<file path="src/rtl/irq_entry_pkg.sv">
package irq_entry_pkg;
  typedef enum logic [2:0] {
    ST_IDLE, ST_PUSH_H, ST_PUSH_L, ST_PUSH_P, ST_VEC_L, ST_VEC_H
  } seq_state_e;

  typedef enum logic [1:0] {SRC_NONE, SRC_NMI, SRC_IRQ, SRC_BRK} src_e;
endpackage

</file>
<file path="src/rtl/irq_nmi_latch.sv">
module irq_nmi_latch (
  input  logic clk_i,
  input  logic rst_ni,
  input  logic nmi_ni,
  input  logic take_i,
  output logic pend_o
);
  logic nmi_q;

  // a new fall wins over a same-cycle take
  always_ff @(posedge clk_i or negedge rst_ni) begin
    if (!rst_ni) begin
      nmi_q  <= 1'b1;
      pend_o <= 1'b0;
    end else begin
      nmi_q  <= nmi_ni;
      pend_o <= (pend_o & ~take_i) | (nmi_q & ~nmi_ni);
    end
  end
endmodule

</file>
<file path="src/rtl/irq_status_fmt.sv">
module irq_status_fmt #(
  parameter int DW = 8
) (
  input  logic [DW-1:0] flags_i,
  input  logic          brk_i,
  input  logic          mask_i,
  output logic [DW-1:0] status_o
);
  localparam logic [DW-1:0] KEEP = DW'(8'hCB);
  localparam logic [DW-1:0] ONE5 = DW'(8'h20);

  always_comb begin
    status_o    = (flags_i & KEEP) | ONE5;
    status_o[4] = brk_i;
    status_o[2] = mask_i;
  end
endmodule

</file>
<file path="src/rtl/irq_entry_fsm.sv">
module irq_entry_fsm
  import irq_entry_pkg::*;
#(
  parameter int              AW       = 16,
  parameter int              DW       = 8,
  parameter logic [DW-1:0]   STACK_HI = 8'h01,
  parameter logic [AW-1:0]   VEC_NMI  = 16'hFFFA,
  parameter logic [AW-1:0]   VEC_IRQ  = 16'hFFFE
) (
  input  logic          clk_i,
  input  logic          rst_ni,
  input  logic          step_i,
  input  logic          boundary_i,
  input  logic          nmi_pend_i,
  input  logic          irq_req_i,
  input  logic          brk_i,
  input  logic [AW-1:0] pc_i,
  input  logic [DW-1:0] sp_i,
  input  logic [DW-1:0] flags_i,
  input  logic          restore_i,
  input  logic          restore_mask_i,
  input  logic [DW-1:0] vec_data_i,
  input  logic [DW-1:0] status_i,
  output logic          grant_o,
  output logic          take_nmi_o,
  output logic          busy_o,
  output logic [AW-1:0] addr_o,
  output logic [DW-1:0] wdata_o,
  output logic          we_o,
  output logic          vec_pull_no,
  output logic          mask_o,
  output logic [DW-1:0] sp_o,
  output logic [AW-1:0] target_o,
  output logic          done_o,
  output logic [DW-1:0] flags_o,
  output logic          is_brk_o
);
  localparam int SPW = AW - DW;

  seq_state_e    state_q;
  src_e          src_sel, src_q;
  logic [AW-1:0] ret_q;
  logic [DW-1:0] vec_lo_q;
  logic [AW-1:0] vec_base;

  always_comb begin
    if (nmi_pend_i)     src_sel = SRC_NMI;
    else if (irq_req_i) src_sel = SRC_IRQ;
    else if (brk_i)     src_sel = SRC_BRK;
    else                src_sel = SRC_NONE;
  end

  assign grant_o    = (state_q == ST_IDLE) && boundary_i && (src_sel != SRC_NONE);
  assign take_nmi_o = grant_o && (src_sel == SRC_NMI);
  assign busy_o     = (state_q != ST_IDLE);
  assign is_brk_o   = (src_q == SRC_BRK);
  assign vec_base   = (src_q == SRC_NMI) ? VEC_NMI : VEC_IRQ;

  always_ff @(posedge clk_i or negedge rst_ni) begin
    if (!rst_ni) begin
      state_q  <= ST_IDLE;
      src_q    <= SRC_NONE;
      ret_q    <= '0;
      flags_o  <= '0;
      sp_o     <= '1;
      vec_lo_q <= '0;
      target_o <= '0;
      done_o   <= 1'b0;
      mask_o   <= 1'b1;
    end else begin
      done_o <= 1'b0;
      if (grant_o) begin
        state_q <= ST_PUSH_H;
        src_q   <= src_sel;
        ret_q   <= (src_sel == SRC_BRK) ? pc_i + AW'(2) : pc_i;
        flags_o <= flags_i;
        sp_o    <= sp_i;
      end else if (busy_o && step_i) begin
        unique case (state_q)
          ST_PUSH_H: begin sp_o <= sp_o - 1'b1; state_q <= ST_PUSH_L; end
          ST_PUSH_L: begin sp_o <= sp_o - 1'b1; state_q <= ST_PUSH_P; end
          ST_PUSH_P: begin
            sp_o    <= sp_o - 1'b1;
            mask_o  <= 1'b1;
            state_q <= ST_VEC_L;
          end
          ST_VEC_L: begin vec_lo_q <= vec_data_i; state_q <= ST_VEC_H; end
          ST_VEC_H: begin
            target_o <= {vec_data_i, vec_lo_q};
            done_o   <= 1'b1;
            state_q  <= ST_IDLE;
          end
          default: state_q <= ST_IDLE;
        endcase
      end else if (!busy_o && restore_i) begin
        mask_o <= restore_mask_i;
      end
    end
  end

  always_comb begin
    addr_o      = '0;
    wdata_o     = '0;
    we_o        = 1'b0;
    vec_pull_no = 1'b1;
    unique case (state_q)
      ST_PUSH_H: begin
        addr_o = {STACK_HI, sp_o}; wdata_o = ret_q[AW-1:SPW]; we_o = 1'b1;
      end
      ST_PUSH_L: begin
        addr_o = {STACK_HI, sp_o}; wdata_o = ret_q[DW-1:0]; we_o = 1'b1;
      end
      ST_PUSH_P: begin
        addr_o = {STACK_HI, sp_o}; wdata_o = status_i; we_o = 1'b1;
      end
      ST_VEC_L: begin addr_o = vec_base;          vec_pull_no = 1'b0; end
      ST_VEC_H: begin addr_o = vec_base | AW'(1); vec_pull_no = 1'b0; end
      default: ;
    endcase
  end
endmodule

</file>
<file path="src/rtl/irq_entry_seq.sv">
module irq_entry_seq #(
  parameter int AW = 16,
  parameter int DW = 8
) (
  input  logic          clk_i,
  input  logic          rst_ni,
  input  logic          step_i,
  input  logic          boundary_i,
  input  logic          brk_i,
  input  logic          irq_ni,
  input  logic          nmi_ni,
  input  logic [AW-1:0] pc_i,
  input  logic [DW-1:0] sp_i,
  input  logic [DW-1:0] flags_i,
  input  logic          restore_i,
  input  logic          restore_mask_i,
  input  logic [DW-1:0] vec_data_i,
  output logic          grant_o,
  output logic          busy_o,
  output logic [AW-1:0] addr_o,
  output logic [DW-1:0] wdata_o,
  output logic          we_o,
  output logic          vec_pull_no,
  output logic          mask_o,
  output logic [DW-1:0] sp_o,
  output logic [AW-1:0] target_o,
  output logic          done_o
);
  logic          nmi_pend, take_nmi, is_brk;
  logic [DW-1:0] flags_q, status;

  irq_nmi_latch u_nmi (
    .clk_i (clk_i), .rst_ni(rst_ni), .nmi_ni(nmi_ni),
    .take_i(take_nmi), .pend_o(nmi_pend)
  );

  irq_status_fmt #(.DW(DW)) u_fmt (
    .flags_i(flags_q), .brk_i(is_brk), .mask_i(mask_o), .status_o(status)
  );

  irq_entry_fsm #(.AW(AW), .DW(DW)) u_fsm (
    .clk_i         (clk_i),
    .rst_ni        (rst_ni),
    .step_i        (step_i),
    .boundary_i    (boundary_i),
    .nmi_pend_i    (nmi_pend),
    .irq_req_i     (~irq_ni & ~mask_o),
    .brk_i         (brk_i),
    .pc_i          (pc_i),
    .sp_i          (sp_i),
    .flags_i       (flags_i),
    .restore_i     (restore_i),
    .restore_mask_i(restore_mask_i),
    .vec_data_i    (vec_data_i),
    .status_i      (status),
    .grant_o       (grant_o),
    .take_nmi_o    (take_nmi),
    .busy_o        (busy_o),
    .addr_o        (addr_o),
    .wdata_o       (wdata_o),
    .we_o          (we_o),
    .vec_pull_no   (vec_pull_no),
    .mask_o        (mask_o),
    .sp_o          (sp_o),
    .target_o      (target_o),
    .done_o        (done_o),
    .flags_o       (flags_q),
    .is_brk_o      (is_brk)
  );
endmodule

</file>
<file path="config.mk">
export PLATFORM = sky130hd
export DESIGN_NAME = irq_entry_seq
export DESIGN_NICKNAME = d
export VERILOG_FILES = /design/src/rtl/irq_entry_pkg.sv /design/src/rtl/irq_nmi_latch.sv /design/src/rtl/irq_status_fmt.sv /design/src/rtl/irq_entry_fsm.sv /design/src/rtl/irq_entry_seq.sv
export SDC_FILE = /design/constraint.sdc
export NUM_CORES = 1
export LEC_CHECK = 0
export BUFFER_PORTS_ARGS = -buffer_cell sky130_fd_sc_hd__buf_4
export CORE_UTILIZATION = 45
export DETAILED_ROUTE_END_ITERATION = 12
export PLACE_DENSITY = 0.73
export SLEW_MARGIN = 25
export SYNTH_ARGS = -nofsm -noshare
export SYNTH_HDL_FRONTEND = slang
export SYNTH_SLANG_ARGS = --single-unit
</file>
<file path="constraint.sdc">
create_clock -name clk_i -period 3.7 [get_ports clk_i]
set_clock_uncertainty 0.2 [all_clocks]
set_input_delay 0.74 -clock clk_i [delete_from_list [all_inputs] [get_ports clk_i]]
set_output_delay 0.74 -clock clk_i [all_outputs]
set_load 0.05 [all_outputs]
</file>
Word level (Yosys, flattened, before mapping)
Index checks and enable logic that the tools add are counted.
Word-level totals
  input bits: 49
  bits in registers: 65
Operators by class
  bitwise operators: 9
  multiplexer cells: 21
  add/sub/neg operators: 2
  reductions and logical operators: 18
  equal/unequal tests: 10
Operators by type and width (count)
  case mux 16 bit (3 select lines): 1
  two-way mux 8 bit: 3
  case mux 8 bit (3 select lines): 1
  adder 16 x 2 -> 16 bit, second input constant: 1
  two-way mux 16 bit: 1
  case mux 3 bit (4 select lines): 1
  two-way mux 3 bit: 3
  AND reduction 3 bit: 3
  two-way mux 1 bit: 8
  nonzero test 2 bit: 4
  subtractor 8 x 1 -> 8 bit, second input constant: 1
  equality test 3 x 2 -> 1 bit, second input constant: 2
  equality test 3 bit, second input constant: 2
  two-way mux 2 bit: 3
  logical AND 1 bit: 5
  inverter 1 bit: 5
  equality test 2 x 1 -> 1 bit, second input constant: 2
  equality test 2 bit, second input constant: 2
  AND 1 bit: 3
  equality test 3 x 1 -> 1 bit, second input constant: 1
  logical NOT 3 bit: 1
  nonzero test 3 bit: 1
  OR reduction 3 bit: 1
  != test 2 bit, second input constant: 1
  4 further kinds: 4

Depth between registers and ports, before layout
Gate-level depths: netlist of the first run.
  depth after elaboration: 10
  mapped depth: 7
  depth with buffers taken out: 6

Cells and area by module
From an unflattened synthesis of the first run, not the netlist that was laid out.
Unflattened totals
  cells, all modules: 349
  area, all modules: 3348.2 um^2
Modules (own cells, without submodules)
  irq_entry_fsm: times used 1, area an instance 3209.3 um^2, sequential area each 1587.8 um^2, cells an instance 334
  irq_nmi_latch: times used 1, area an instance 71.3 um^2, sequential area each 51.3 um^2, cells an instance 5
  irq_status_fmt: times used 1, area an instance 63.8 um^2, sequential area each 0.0 um^2, cells an instance 9
  irq_entry_seq: times used 1, area an instance 3.8 um^2, sequential area each 0.0 um^2, cells an instance 1

Least setup slack after synthesis of the first run
Ideal clock, no wire load.
  kind: register to output
  from: register u_fsm.state_q[1]
  to: output port addr_o[8]
  cell stages (with the launch flop): 5
  arrival time: 2.549 ns
  slack: 0.211 ns
  cell sequence: dfrtp_1 buf_2 and2b_1 clkinv_1 o21ai_0
On the way
  cells in the longest elaborated chain, start to end: 3
Ends and longest elaborated chain
  from (decl): RTL line irq_entry_fsm.sv:40  | seq_state_e state_q;
  from (signal assigned): RTL line irq_entry_fsm.sv:61  | state_q <= ST_IDLE;
  from (signal assigned): RTL line irq_entry_fsm.sv:73  | state_q <= ST_PUSH_H;
  from (signal assigned): RTL line irq_entry_fsm.sv:80  | ST_PUSH_H: begin sp_o <= sp_o - 1'b1; state_q <= ST_PUSH_L; end
  equality test 3 x 1 -> 1 bit / equality test 3 x 2 -> 1 bit (equally long branches): RTL line irq_entry_fsm.sv:106  | unique case (state_q)
  OR reduction 3 bit (no line)
  case mux 16 bit (3 select lines) (*): RTL line irq_entry_fsm.sv:106
  to (decl): RTL line irq_entry_seq.sv:20  | output logic [AW-1:0] addr_o,
Mark *: on every way between the ends. The rest lies on a longest branch, timed or not.

Worst setup path after layout of the first run
  from: register u_fsm.state_q[0]
  to: output port grant_o
On the way
  cells in the longest elaborated chain, start to end: 3
Ends and longest elaborated chain
  logical NOT 3 bit: RTL line irq_entry_fsm.sv:53  | assign grant_o = (state_q == ST_IDLE) && boundary_i && (src_sel != SRC_NONE);
  logical AND 1 bit (2 in a row): RTL line irq_entry_fsm.sv:53
  to (decl): RTL line irq_entry_seq.sv:18  | output logic grant_o,
Every way passes these cells.

==> results of run 1 <==
[flip-flops by register name, summed over array words and instances (netlist names)]
| name | cells |
|---|---|
| u_fsm.done_o | 1 |
| u_fsm.src_q | 2 |
| u_nmi.pend_o | 1 |
| u_fsm.flags_o | 5 |
| u_nmi.nmi_q | 1 |
| u_fsm.sp_o | 8 |
| u_fsm.ret_q | 16 |
| u_fsm.vec_lo_q | 8 |
| u_fsm.mask_o | 1 |
| u_fsm.state_q | 3 |
| u_fsm.target_o | 16 |
[synth_stat cells, types with 5 or more instances]
| cell | instances | area share (%) |
|---|---|---|
| o31ai_1 | 6 | 1.4 |
| nand3_1 | 9 | 1.4 |
| nor2_1 | 25 | 2.9 |
| buf_2 | 6 | 0.94 |
| dfstp_2 | 10 | 8.3 |
| or3_1 | 5 | 0.98 |
| o21ai_0 | 17 | 2.7 |
| nand4_1 | 6 | 1.2 |
| a31oi_1 | 8 | 1.6 |
| a21oi_1 | 13 | 2.0 |
| or4_1 | 5 | 1.2 |
| mux2_2 | 26 | 9.2 |
| clkbuf_1 | 8 | 0.94 |
| inv_1 | 7 | 0.83 |
| buf_4 | 7 | 1.7 |
| mux2i_1 | 9 | 2.8 |
| xor2_1 | 6 | 1.7 |
| dfrtp_1 | 52 | 41 |
| nand2_1 | 52 | 6.1 |
[critical path, delay by kind of cell, from the launching register on]
kind                   cells  cell delay, ns
buffers and inverters      2            0.26
AND/OR/NAND/NOR            1            0.63
AO/OA/AOI/OAI              1            0.26
flip-flops                 1            0.53
[worst paths after layout]
check	slack [ns]	start	end
max	0.75	u_fsm.state_q[0]$_DFFE_PN0P_	grant_o
min	0.28	rst_ni	u_fsm.target_o[3]$_DFFE_PN0P_
max reg2reg	1.20	u_fsm.state_q[0]$_DFFE_PN0P_	u_fsm.sp_o[4]$_DFFE_PN1P_
max in group asynchronous	2.52	rst_ni	u_fsm.src_q[0]$_DFFE_PN0P_
min in group clk_i	0.28	u_fsm.ret_q[0]$_DFFE_PN0P_	u_fsm.ret_q[0]$_DFFE_PN0P_
min reg2reg	0.28	u_fsm.ret_q[0]$_DFFE_PN0P_	u_fsm.ret_q[0]$_DFFE_PN0P_
[routing by layer]
| metal | global-route usage (%) | share of wire (%) |
|---|---|---|
| met1 | 26.7 | 45 |
| met2 | 32.1 | 47 |
| met3 | 2.79 | 5.2 |
| met4 | 10.2 | 2.4 |
| met5 | 0 | 0 |
[stage by stage]
| step | worst slack [ns] | hold WS [ns] | instance area (um^2) |
|---|---|---|---|
| after floorplan | 0.211 | 0.244 | 3180 |
| after global placement | 0.885 | 0.258 | 3960 |
| after detailed placement | 0.885 | 0.262 | 3960 |
| after CTS | 0.722 | 0.286 | 4160 |
| after global routing | 0.624 | 0.296 | 4160 |
| final | 0.755 | 0.278 | 4160 |
[cell type report]
cell class	instances	area share, %
tap	96	2.89
sequential	62	37.6
multi-input combinational	230	35.2
clock inverter	7	1.78
clock buffer	9	2.98
timing repair buffer	103	18.6
inverter	10	0.903
[kinds of logic (layout without fill, tap and decap cells)]
logic type | count (synthesis) | in the layout | share of synthesized area [%]
adders and majority gates | 2 | 2 | 0.786
DFF | 62 | 62 | 49.2
AOI/OAI and AO/OA | 62 | 62 | 12.6
xor gates and xnor gates | 9 | 9 | 2.48
buffers and inverters | 32 | 129 | 4.84
and+or+nand+nor | 122 | 122 | 18.1
muxes | 35 | 35 | 12.0
==> flow_summary.json, run 1 <==
{
  "arrival_ns": 2.01,
  "hold_class": "input port to async pin",
  "route.final.wire_length_mm": 7.13,
  "max-slew-margin-rel_pct": 48.1,
  "initial_core_util_pct": 46.8,
  "drt-vias-per-instance": 5.24,
  "synth.avg_cell_area_um2": 9.82,
  "die_area_mm2": 0.00741,
  "routabilityCongestion": 0.798,
  "htreeDepth": 3,
  "clk_latency_ns": 0.34,
  "hpwl_mm": 5.25,
  "ff_latch_area_mm2": 0.00156,
  "drv_cap": 0,
  "utilization_pct": 61.2,
  "cts.clk_slew.worst_paths_ns": 0.06,
  "vias": 2710,
  "synth_seq_cells": 62,
  "port_buffers": 99,
  "multi_input_area_mm2": 0.00146,
  "final_cell_mix": "103 x buf_4, 52 x nand2_1, 52 x dfrtp_1",
  "cts_tree": "done",
  "slowest_stage": "or4b_1",
  "drive_gt1_share_pct": 38.2,
  "core.rowCount": 30,
  "crit_type": "register to output port",
  "drc_errors": 0,
  "cts_hold_buf": 0,
  "rsz0062_at_grt": "false",
  "ant_nets": 0,
  "async_reset_ff_share_pct": 100,
  "area_growth_pct": 30.6,
  "clock-sinks": 62,
  "drt-pass1-iter-count": 4,
  "cts_resized": 0,
  "critPathLaunchType": "register",
  "ys_seq_area_share_pct": 49.2,
  "setup_viol": 0,
  "synth_cell_types": 48,
  "worstPathCellList": "or4b_1 > a21o_2 > inv_2 > buf_4",
  "finalMaxSlewViolations": 0,
  "ys.warnings.count": 0,
  "fp.dieW_um": 86.1,
  "syn_area_mm2": 0.00318,
  "run_status": "finished, final reports clean",
  "r2r.worst_path.cells": 5,
  "fill_cells": 613,
  "worst_pin_slew_ns": 0.777,
  "required_ns": 2.76,
  "critPathMaxStageDelay_ns": 0.63,
  "finalCritPeriodShare_pct": 79.6,
  "mostFrequentLayoutCell": "buf_4",
  "syn_inst": 324,
  "finalSetupTns_ns": 0,
  "grt_start_max_net_pins": 63,
  "min_period_ns": 2.95,
  "synth-edff-count": 0,
  "worst-path-max-fanout": 10,
  "grt_util_all_layers_pct": 20.1,
  "synth_fp_nets": 375,
  "fin_nets": 467,
  "hold_viol": 0,
  "synth_ff_type": "dfrtp_1",
  "placed_cells": 501,
  "antenna_found_initial": 0,
  "crit_path_end_kind": "output port",
  "drt-initial-drc-count": 113,
  "fp.dieH_um": 86.1,
  "grt.overflow.total": 0,
  "antennaDiodeCount": 0,
  "coreArea_mm2": 0.00679,
  "ios": 103,
  "max_freq_mhz": 340,
  "post_cts_buffers": 0,
  "routedWlPerCell_um": 13.8,
  "fin_cells": 517,
  "grt_pass1_vias": 2494,
  "cts_buffers": 9,
  "cts_root_buffer": "clkbuf_8",
  "cts_buffer_depth": 2,
  "grt_first_pass_wirelength_mm": 11.5
}
Power of run 1 is not shown: default switching activity piles up to over one toggle a cycle in this logic, so the estimate is an artifact.
==> inputs of run 2 (changes only) <==
- PLACE_DENSITY: 0.73 -> 0.76
- clock period: 3.7 -> 2.6 ns (I/O delays scaled with it)
==> run 2 against run 1 <==
Against the previous run:
- flip-flop and latch count is the same
- count of clock-buffer cells in the layout grew 4
- non-clock buffer count grew 5
- largest cell class unchanged
==> flow_summary.json, run 2 (synthesis results as in run 1) <==
{
  "run_status": "finished, final reports clean",
  "fin_hold_ws_ns": 0.0675,
  "area_growth_pct": 33.2,
  "required_ns": 1.88,
  "drt-vias-per-instance": 5.37,
  "grt_util_met1_pct": 28.2,
  "worst_pin_slew_ns": 0.769,
  "cts_tree": "done",
  "cts_buffer_depth": 2,
  "initial_core_util_pct": 46.8,
  "grt_pass1_vias": 2688,
  "drive_gt1_share_pct": 40.4,
  "drt-initial-drc-count": 118,
  "min_period_ns": 2.52,
  "antennaDiodeCount": 0,
  "post_cts_buffers": 0,
  "worstPathCellList": "or4b_4 > a21o_2 > inv_2 > buf_6",
  "cts_hold_buf": 0,
  "routedWlPerCell_um": 14.5,
  "drt-pass1-iter-count": 4,
  "max_freq_mhz": 398,
  "antenna_found_initial": 0,
  "clock-sinks": 62,
  "port_buffers": 99,
  "met3_usage_pct": 3.08,
  "setup_viol": 0,
  "hpwl_mm": 5.45,
  "final_cell_mix": "106 x buf_4, 52 x nand2_1, 52 x dfrtp_1",
  "routabilityCongestion": 0.814,
  "hold_class": "input port to async pin",
  "cts.clk_slew.worst_paths_ns": 0.06,
  "finalMaxSlewViolations": 0,
  "clk_latency_ns": 0.34,
  "grt.overflow.total": 0,
  "grt_util_all_layers_pct": 21.9,
  "coreArea_mm2": 0.00679,
  "hold_viol": 0,
  "busiest_layer": "met2",
  "fin_nets": 472,
  "fill_cells": 609,
  "htreeDepth": 3,
  "ir_drop_v": 0.000892,
  "drv_cap": 0,
  "drc_errors": 0,
  "worst-path-max-fanout": 4,
  "vias": 2803,
  "ios": 103,
  "grt_start_max_net_pins": 63,
  "worstSetupStartpoint": "u_fsm.state_q[2]$_DFFE_PN0P_",
  "worst_path_dominant_cell_family": "simple AND/OR/NAND/NOR gates",
  "ant_nets": 0,
  "fp.dieH_um": 86.1,
  "cp_num_buf_inv": 2,
  "route.final.wire_length_mm": 7.57,
  "arrival_ns": 1.80,
  "cts_root_buffer": "clkbuf_8",
  "finalSetupTns_ns": 0,
  "crit_type": "register to output port",
  "top_regs": "u_fsm.ret_q: 16 flops, u_fsm.target_o: 16 flops",
  "slowest_stage": "or4b_4",
  "rsz0062_at_grt": "false",
  "fp.dieW_um": 86.1,
  "grt_first_pass_wirelength_mm": 12.6,
  "max-slew-margin-rel_pct": 48.8,
  "mostFrequentLayoutCell": "buf_4",
  "pwr_density_cell_mw_per_mm2": 1560,
  "critPathLaunchType": "register",
  "critPathMaxStageDelay_ns": 0.58,
  "crit_path_end_kind": "output port",
  "core.rowCount": 30,
  "regToRegStartpoint": "u_fsm.state_q[2]$_DFFE_PN0P_",
  "met2_usage_pct": 36.4,
  "r2r_slack_ns": 0.36,
  "die_area_mm2": 0.00741,
  "finalCritPeriodShare_pct": 96.7,
  "cts_buffers": 9,
  "p_leak_nw": 2.01
}
-- run 2: cell count changes in the layout (fill, tap and decap cells not counted), moves of 2 or more --
cell      change
buf_4         +3
clkbuf_1      +2
clkinv_4      -2
clkbuf_8      +2
-- run 2: routing by layer --
metal  share of wire [%]  vias up
li1                    -     1344
met1                  44     1344
met2                  49      103
met3                 5.1       12
met4                 1.8        0
met5                   0        -
-- run 2: area by class of cell --
class                           count  area, um^2  area share [%]
Clock buffer                       13         159            3.75
Clock inverter                      3        42.5            1.00
Sequential cell                    62        1560            36.9
Multi-Input combinational cell    230        1490            35.1
Tap cell                           96         120            2.83
Timing Repair Buffer              108         827            19.5
Inverter                           10        38.8           0.915
-- run 2: repair_timing --
item,4_1_cts,5_1_grt
gates cloned,0,0
gates resized for setup,2,1
pin swaps,0,0
setup endpoints to repair,2,1
-- run 2: metrics by stage --
| step | instance area (um^2) | total power, mW | instances | utilization, % | worst slack [ns] |
|---|---|---|---|---|---|
| 6_report | 4240 | 6.63 | 522 | 62.4 | 0.0848 |
| 5_1_grt | 4240 | 7.00 | 522 | 62.4 | 0.00921 |
| 4_1_cts | 4230 | 6.65 | 522 | 62.3 | 0.0381 |
| 3_5_place_dp | 4030 | 5.77 | 506 | 59.3 | 0.199 |
| 3_3_place_gp | 4030 | 5.68 | 506 | 59.3 | 0.198 |
| 2_1_floorplan | 3200 | 4.63 | 324 | - | 0.0144 |
-- run 2: final timing paths --
check / end / cells after the start
max in group asynchronous: u_fsm.src_q[1]$_DFFE_PN0P_ / 1
worst max-delay path: grant_o / 4
worst max register to register: u_fsm.vec_lo_q[4]$_DFFE_PN0P_ / 5
worst min register to register: u_fsm.ret_q[0]$_DFFE_PN0P_ / 2
min in group clk_i: u_nmi.nmi_q$_DFF_PN1_ / 1
worst min-delay path: u_fsm.vec_lo_q[4]$_DFFE_PN0P_ / 1
-- run 2: where the power goes --
group          leakage, nW  switching (mW)  internal, mW  total, mW
Sequential           0.743           0.318          1.47       1.79
Clock               0.0996           0.367         0.495      0.862
Combinational         1.17            2.66          1.32       3.98
-- run 2: worst register-to-register path, delay by kind of cell, from the launching register on --
family,cells,cell delay (ns)
simple gates,2,0.74
mux,1,0.39
buf+inv,2,0.44
flops,1,0.35
Power figures use the tool's default switching activity.
==> inputs of run 3 (changes only) <==
==> constraint.sdc (replaced) <==
create_clock -name clk_i -period 2.6 [get_ports clk_i]
set_clock_uncertainty 0.2 [all_clocks]
set_input_delay 0.26 -clock clk_i [delete_from_list [all_inputs] [get_ports clk_i]]
set_output_delay 0.26 -clock clk_i [all_outputs]
set_load 0.05 [all_outputs]
==> run 3 against run 2 <==
Against the previous run:
- final cell count rose by 3.6%
- non-clock buffer count rose by 19
- via count rose by 0.64%
- worst hold slack got worse by 0.052 ns
- wire length rose by 0.54%
- design area rose by 3.5%
- die area did not move
- fmax rose by 0.94%
- total power fell by 1.5%
- count of clock-buffer cells in the layout fell by 4
- critical path type unchanged
- largest power group unchanged
==> flow_summary.json, run 3 (synthesis results as in run 1) <==
{
  "run_status": "finished, final reports clean",
  "ios": 103,
  "grt.overflow.total": 0,
  "drt-pass1-iter-count": 4,
  "rsz0062_at_grt": "false",
  "min_period_ns": 2.49,
  "dp_slack_ns": 0.367,
  "fp.dieH_um": 86.1,
  "cts_tree": "done",
  "arrival_ns": 2.03,
  "grt_pass1_vias": 2695,
  "worst_pin_slew_ns": 0.766,
  "place_area_mm2": 0.00399,
  "htreeDepth": 3,
  "drt-vias-per-instance": 5.21,
  "vias": 2821,
  "routabilityCongestion": 0.831,
  "drt-initial-drc-count": 107,
  "crit_path_end_kind": "output port",
  "hp-start": "irq_ni",
  "hold_class": "input port to register",
  "required_ns": 2.14,
  "p_total_mw": 6.53,
  "mostFrequentLayoutCell": "buf_4",
  "grt_start_max_net_pins": 63,
  "clock-sinks": 62,
  "max-slew-margin-rel_pct": 49.0,
  "worst_path_dominant_cell_family": "simple AND/OR/NAND/NOR gates",
  "worstSetupStartpoint": "u_fsm.state_q[1]$_DFFE_PN0P_",
  "core.rowCount": 30,
  "post_cts_buffers": 0,
  "worstPathCellList": "or4b_1 > a21o_2 > clkinv_2 > buf_4",
  "cts.clk_slew.worst_paths_ns": 0.06,
  "fin_hold_ws_ns": 0.0152,
  "ir_drop_v": 0.000651,
  "setup_viol": 0,
  "finalSetupTns_ns": 0,
  "coreArea_mm2": 0.00679,
  "drv_cap": 0,
  "cts_buffer_depth": 2,
  "port_buffers": 99,
  "grt_util_all_layers_pct": 21.9,
  "drc_errors": 0,
  "slowest_stage": "or4b_1",
  "clk_latency_ns": 0.32,
  "cts_buffers": 9,
  "fin_nets": 491,
  "top_regs": "u_fsm.ret_q: 16 flops, u_fsm.target_o: 16 flops",
  "hold_viol": 0,
  "route.final.wire_length_mm": 7.61,
  "pwr_density_cell_mw_per_mm2": 1490,
  "cts_root_buffer": "clkbuf_8",
  "p_leak_nw": 2.08,
  "area_growth_pct": 37.9,
  "antenna_found_initial": 0,
  "max_freq_mhz": 401,
  "worst-path-max-fanout": 14,
  "initial_core_util_pct": 46.8,
  "setup_ws_ns": 0.108,
  "routedWlPerCell_um": 14.1,
  "final_cell_mix": "106 x buf_4, 52 x nand2_1, 52 x dfrtp_1",
  "drive_gt1_share_pct": 37.5,
  "r2r_slack_ns": 0.38,
  "hpwl_mm": 5.34,
  "fill_cells": 550,
  "antennaDiodeCount": 0,
  "finalCritPeriodShare_pct": 95.8,
  "crit_type": "register to output port",
  "cp_num_buf_inv": 2,
  "critPathMaxStageDelay_ns": 0.61,
  "grt_first_pass_wirelength_mm": 12.5,
  "stdcell_area_mm2": 0.00439,
  "die_area_mm2": 0.00741,
  "finalMaxSlewViolations": 0,
  "fp.dieW_um": 86.1,
  "critPathLaunchType": "register",
  "regToRegStartpoint": "u_fsm.state_q[1]$_DFFE_PN0P_",
  "ant_nets": 0
}
run 3: cell count changes in the layout (fill, tap and decap cells not counted), sizes merged:
| cell | change |
|---|---|
| clkbuf | -4 |
| inv | -1 |
| dlygate4sd3 | +21 |
| buf | -2 |
| clkinvlp | +1 |
| clkinv | +4 |
run 3: final timing paths:
check | to | depth (start not counted)
worst max-delay path | grant_o | 4
worst min-delay path | u_fsm.src_q[0]$_DFFE_PN0P_ | 3
worst max register to register | u_fsm.vec_lo_q[0]$_DFFE_PN0P_ | 5
worst min register to register | u_fsm.ret_q[1]$_DFFE_PN0P_ | 2
max in group asynchronous | u_fsm.ret_q[10]$_DFFE_PN0P_ | 2
min in group asynchronous | u_fsm.target_o[2]$_DFFE_PN0P_ | 2
run 3: cell type report:
type                            instances  area, um^2  area share, %
Clock buffer                            9         124           2.82
Timing Repair Buffer                  127        1010           22.9
Tap cell                               96         120           2.74
Sequential cell                        62        1560           35.6
Clock inverter                          7        65.1           1.48
Multi-Input combinational cell        230        1470           33.5
Inverter                               10        40.0          0.912
run 3: worst min-delay path, delay by kind of cell:
kind                   cells  cell delay [ns]
AOI/OAI and AO/OA          1             0.10
buffers and inverters      1             0.09
and+or+nand+nor            1             0.04
run 3: metrics by stage:
| step | utilization, % | std cells |
|---|---|---|
| after global routing | 64.6 | 541 |
| final | 64.6 | 541 |
| after floorplan | - | 324 |
| after CTS | 64.6 | 541 |
| after detailed placement | 58.7 | 504 |
| after global placement | 58.7 | 504 |
run 3: metal layers:
metal / GRT usage [%] / share of wire, % / up-vias
li1: - / - / 1383
met1: 27.9 / 44 / 1324
met2: 36.5 / 49 / 99
met3: 3.56 / 4.7 / 15
met4: 10.3 / 2.2 / 0
met5: 0 / 0 / -
run 3: power breakdown:
group	total, mW	switching (mW)	internal [mW]
clock	0.796	0.361	0.435
combinational	3.94	2.65	1.29
sequential	1.79	0.323	1.47
run 3: repair_timing:
action	4_1_cts	5_1_grt
endpoints found under the setup margin	0	1
resized for setup	0	1
hold buffers	21	0
endpoints found under the hold margin	81	0
